**src/rtl/alarm_pair_irq.sv**
```systemverilog
module alarm_pair_irq #(
  parameter int DW        = 8,
  parameter int AW        = 8,
  parameter int ALM_BASE  = 7,
  parameter int CTRL_ADDR = 15,
  parameter int STAT_ADDR = 16
) (
  input  logic          clk,
  input  logic          rst_n,
  input  logic          sec_tick,
  input  logic [DW-1:0] cur_sec,
  input  logic [DW-1:0] cur_min,
  input  logic [DW-1:0] cur_hour,
  input  logic [DW-1:0] cur_dow,
  input  logic          bus_sel,
  input  logic          bus_we,
  input  logic [AW-1:0] bus_addr,
  input  logic [DW-1:0] bus_wdata,
  output logic [DW-1:0] bus_rdata,
  output logic          irq0_n,
  output logic          irq1_n
);
  localparam int FIELDS = 4;
  localparam int NALM   = 2;

  logic [DW-1:0] alm_q [NALM][FIELDS];
  logic [DW-1:0] cur_f [FIELDS];
  logic [2:0]    ctrl_q;
  logic [NALM-1:0] flag_q, hit, bank_acc, clr, live;

  assign cur_f[0] = cur_sec;
  assign cur_f[1] = cur_min;
  assign cur_f[2] = cur_hour;
  assign cur_f[3] = cur_dow;

  wire wr_en   = bus_sel & bus_we;
  wire stat_wr = wr_en & (bus_addr == AW'(STAT_ADDR));
  wire ctrl_wr = wr_en & (bus_addr == AW'(CTRL_ADDR));

  for (genvar a = 0; a < NALM; a++) begin : g_alm
    logic [FIELDS-1:0] fld_ok;
    for (genvar f = 0; f < FIELDS; f++) begin : g_fld
      assign fld_ok[f] = alm_q[a][f][DW-1] | (alm_q[a][f] == cur_f[f]);
    end
    assign hit[a]      = sec_tick & (&fld_ok);
    assign bank_acc[a] = bus_sel & (bus_addr >= AW'(ALM_BASE + a*FIELDS))
                                 & (bus_addr <  AW'(ALM_BASE + (a+1)*FIELDS));
  end

  assign clr = bank_acc | (stat_wr ? ~bus_wdata[NALM-1:0] : '0);

  always_ff @(posedge clk or negedge rst_n) begin
    if (!rst_n) begin
      flag_q <= '0;
      ctrl_q <= '0;
      for (int a = 0; a < NALM; a++)
        for (int f = 0; f < FIELDS; f++)
          alm_q[a][f] <= '0;
    end else begin
      flag_q <= (flag_q | hit) & ~clr;
      if (ctrl_wr) ctrl_q <= bus_wdata[2:0];
      for (int a = 0; a < NALM; a++)
        for (int f = 0; f < FIELDS; f++)
          if (wr_en && bus_addr == AW'(ALM_BASE + a*FIELDS + f))
            alm_q[a][f] <= bus_wdata;
    end
  end

  always_comb begin
    bus_rdata = '0;
    for (int a = 0; a < NALM; a++)
      for (int f = 0; f < FIELDS; f++)
        if (bus_addr == AW'(ALM_BASE + a*FIELDS + f)) bus_rdata = alm_q[a][f];
    if (bus_addr == AW'(CTRL_ADDR)) bus_rdata = DW'(ctrl_q);
    if (bus_addr == AW'(STAT_ADDR)) bus_rdata = DW'(flag_q);
  end

  assign live   = flag_q & ctrl_q[1:0];
  assign irq0_n = ~(live[0] | (live[1] & ~ctrl_q[2]));
  assign irq1_n = ~(live[1] & ctrl_q[2]);
endmodule


```
**config.mk**
```make
export PLATFORM = sky130hd
export DESIGN_NAME = alarm_pair_irq
export DESIGN_NICKNAME = d
export VERILOG_FILES = /design/src/rtl/alarm_pair_irq.sv
export SDC_FILE = /design/constraint.sdc
export NUM_CORES = 1
export LEC_CHECK = 0
export CAP_MARGIN = 30
export CORE_UTILIZATION = 49
export CTS_CLUSTER_DIAMETER = 60
export DETAILED_ROUTE_END_ITERATION = 6
export GPL_TIMING_DRIVEN = 0
export PLACE_DENSITY = 0.81
export SYNTH_ARGS = -nofsm -noshare
export SYNTH_HDL_FRONTEND = slang
export SYNTH_SLANG_ARGS = --single-unit
```
**constraint.sdc**
```tcl
create_clock -name clk -period 2.4 [get_ports clk]
set_input_delay 0.48 -clock clk [delete_from_list [all_inputs] [get_ports clk]]
set_output_delay 0.48 -clock clk [all_outputs]
set_load 0.01 [all_outputs]
```
==> flow_metrics.py <==
metrics = {
    "logic_synthesis": {
        "synth-xor-area-share_pct": 12.1,
        "synth.ff_latch_count": 69,
        "synth_area_um2": 4120,
        "synth_cell_type_count": 56,
        "muxShareOfSynthArea_pct": 18.8,
        "synth_top_family_by_area": "multiplexers",
        "synth_warnings": 0,
        "synth_compound_area_share_pct": 11.7,
        "ys.flop_type": "dfrtp_1",
        "netlist_instances": 367,
        "async_flop_share_pct": 100,
        "synth_fp_nets": 420,
        "synth_edf_count": 0,
        "synth-simple-area-share_pct": 13.2,
        "syn_avg_cell_area_um2": 11.2,
        "synth_fa_ha_area_share_pct": 0,
        "synth-seq-area-share_pct": 42.0,
    },
    "setup_path": {
        "worstSetupPathType": "in2out",
        "path_delay_family": "simple AND/OR/NAND/NOR gates",
        "worst_ep_required_time_ps": 1920,
        "cpPeakStageDelay_ps": 590,
        "cp.arrival_ps": 2490,
        "crit_fanout": 4,
        "path_buf_inv": 4,
        "r2r_slack_ps": 570,
        "cp-start-kind": "input pin",
        "end_kind": "output port",
        "crit_top_cell": "buf_6",
        "crit_slowest_cell": "or4_4",
        "crit_chain": "buf_12, or4_4, nor3b_4, buf_6, buf_6, a221oi_2, or3_4, a211oi_2, buf_2",
    },
    "power": {
        "switching_share_pct": 25.1,
        "p_int_mw": 2.05,
        "p_sw_mw": 0.688,
        "clkPwrFrac_pct": 42.3,
        "p_leak_nw": 2.58,
        "cellPowerDensity_nw_per_um2": 513,
        "combPwrFrac_pct": 12.8,
        "seqPwrFrac_pct": 44.9,
        "peakVddDrop_mv": 0.339,
    },
    "die": {
        "coreArea_um2": 8180,
        "start_util_pct": 50.3,
        "die_area_um2": 8770,
        "die_w_um": 93.6,
        "die_y_um": 93.6,
        "fp-row-count": 33,
        "pin_count": 63,
    },
    "global_routing": {
        "first_global_vias": 3495,
        "grt_overflow": 0,
        "antenna_found_initial": 0,
        "grt_usage_pct": 30.5,
        "grt_pass1_wl_mm": 19.4,
        "grt_max_degree": 70,
    },
    "layout": {
        "layout-drive-gt1-share_pct": 34.4,
        "fillers": 629,
        "finalNetCount": 508,
        "syn_to_final_growth_pct": 29.8,
        "n_antenna_cell": 0,
        "instances_no_fill": 564,
    },
    "status": {
        "status": "complete, but fails checks",
        "violations": "negative setup slack",
    },
    "clock_network": {
        "cts.sinks": 69,
        "insertion_delay_ps": 350,
        "path_clk_slew_ps": 80,
        "cts_tree": "yes",
        "cts_made_buffers": 9,
        "cts_root_buf": "clkbuf_8",
        "cts.path.max_buffers": 2,
        "cts.htree.levels": 3,
    },
    "detailed_routing": {
        "dr.pass1.iters": 7,
        "wl_mm": 12.6,
        "drc": 0,
        "postRouteAntennaNets": 0,
        "drtIter0Drc": 334,
        "wl_per_cell_um": 22.4,
        "vias": 3529,
        "via_per_inst": 6.26,
    },
    "place": {
        "placed_cells": 529,
        "port_buffers": 57,
        "place.gp.congestion": 0.946,
        "dp_hpwl_mm": 8.88,
    },
    "sta": {
        "maxSlewHeadroom_pct": 41.9,
        "tns_ps": -3590,
        "worst_pin_slew_ps": 872,
        "rsz0062_at_grt": "yes",
        "fin_crit_sh_pct": 124,
        "setup_viol": 8,
        "fin_ws_ps": -568,
        "skew_ps": 7.57,
        "slew_violations": 0,
        "fmax_mhz": 337,
        "finalHoldViolCount": 0,
        "finalCriticalPeriod_ps": 2970,
    },
    "hold_path": {
        "hold_path_class": "in2async",
    },
    "job": {
        "maxCapViolations": 0,
    },
}
==> registers in the layout (all words and copies together), names as in the netlist <==
register and count:
alm_q 64, flag_q 2, ctrl_q 3
==> through the flow <==
stage	setup slack, ps	power (mW)	utilization (%)	cell area [um2]	hold WS, ps
5_1_grt	-600	2.82	65.3	5340	308
3_5_place_dp	-1520	1.57	59.1	4830	526
6_report	-568	2.74	65.3	5340	240
2_1_floorplan	-253	1.38	-	4130	184
3_3_place_gp	-1470	1.57	59.1	4830	522
4_1_cts	-611	2.72	63.7	5200	269
==> synthesized netlist by cell type (2+ instances only) <==
cell type | instances | share of area, %
a211oi_2 | 2 | 0.61
a21o_1 | 2 | 0.36
a21oi_1 | 11 | 1.3
a221o_1 | 6 | 1.5
a221oi_1 | 6 | 1.3
a2bb2oi_1 | 10 | 2.1
a32oi_1 | 2 | 0.43
and3_1 | 2 | 0.30
buf_1 | 3 | 0.27
buf_2 | 3 | 0.36
buf_6 | 2 | 0.55
clkbuf_1 | 5 | 0.46
dfrtp_1 | 69 | 42
inv_1 | 4 | 0.36
mux2_2 | 67 | 18
mux2i_1 | 2 | 0.49
nand2_1 | 12 | 1.1
nand2b_1 | 6 | 0.91
nand3_1 | 8 | 0.97
nor2_1 | 17 | 1.6
nor2b_1 | 2 | 0.30
nor3_1 | 4 | 0.49
nor3b_1 | 2 | 0.36
nor4_1 | 18 | 2.7
nor4b_1 | 2 | 0.43
o21ai_0 | 3 | 0.36
o22ai_1 | 13 | 2.0
xor2_1 | 56 | 12
==> cell usage in the layout (no fill, tap or decap), drive strengths merged, types with 3 or more instances in the layout <==
cell	n
bufinv	3
nor2	18
inv	4
a21oi	11
a2bb2oi	10
dfrtp	69
nor3	5
clkbuf	13
clkdlybuf4s50	41
o21ai	3
xor2	56
a221o	6
a21o	3
nor3b	4
nand2	12
a221oi	7
nand2b	6
nand3	8
o22ai	13
buf	45
clkinv	3
mux2	67
nor4	18
==> routing by layer <==
layer / part of all wire, % / GRT usage (%) / vias up / wire [um]
met3: 7.4 / 6.99 / 33 / 934
met4: 3.1 / 10.1 / 0 / 388
met1: 43 / 41.3 / 1761 / 5390
met5: 0 / 0 / - / 0
li1: - / - / 1551 / -
met2: 47 / 48.5 / 184 / 5890
==> final timing paths <==
kind | cells after the start | end | startpoint
max | 9 | bus_rdata[1] | bus_addr[6]
min | 1 | alm_q[50]$_DFFE_PN0P_ | rst_n
max reg2reg | 5 | flag_q[0]$_DFF_PN0_ | alm_q[53]$_DFFE_PN0P_
min reg2reg | 1 | alm_q[15]$_DFFE_PN0P_ | alm_q[15]$_DFFE_PN0P_
max in group asynchronous | 1 | flag_q[1]$_DFF_PN0_ | rst_n
min in group clk | 2 | flag_q[0]$_DFF_PN0_ | bus_sel
==> area by class of cell <==
type | instances | area [um2] | area share (%)
well taps | 105 | 131 | 2.46
clock inverters | 6 | 113 | 2.11
clock buffers | 9 | 124 | 2.32
multi-input cells | 280 | 2420 | 45.4
flip-flops and latches | 69 | 1730 | 32.3
plain buffers | 10 | 66.3 | 1.24
inverters | 4 | 15.0 | 0.281
repair buffers | 81 | 742 | 13.9
==> cells by family after synthesis <==
kind of cell / after synthesis
AO/OA/AOI/OAI: 63
AND/OR/NAND/NOR: 91
XOR/XNOR: 57
buffers and inverters: 18
flip-flops: 69
multiplexers: 69
==> power by group through the flow <==
stage                     clock (mW)  sequential, mW  combinational, mW
after floorplan                    0            1.24              0.148
after global placement             0            1.25              0.317
after detailed placement           0            1.25              0.324
after CTS                       1.16            1.23              0.334
after global routing            1.21            1.23              0.376
final                           1.16            1.23              0.351
==> worst register-to-register path, delay by kind of cell (launching register included) <==
kind	cells	cell delay (ps)
simple gates	2	760
compound gates	2	400
xor+xnor	1	180
flops	1	420
==> timing repair <==
item	4_1_cts	5_1_grt
pin swaps	15	13
setup endpoints to repair	41	16
hold buffers	0	0
setup buffers	16	8
gates resized for setup	74	26
(Power assumes the default switching activity.)
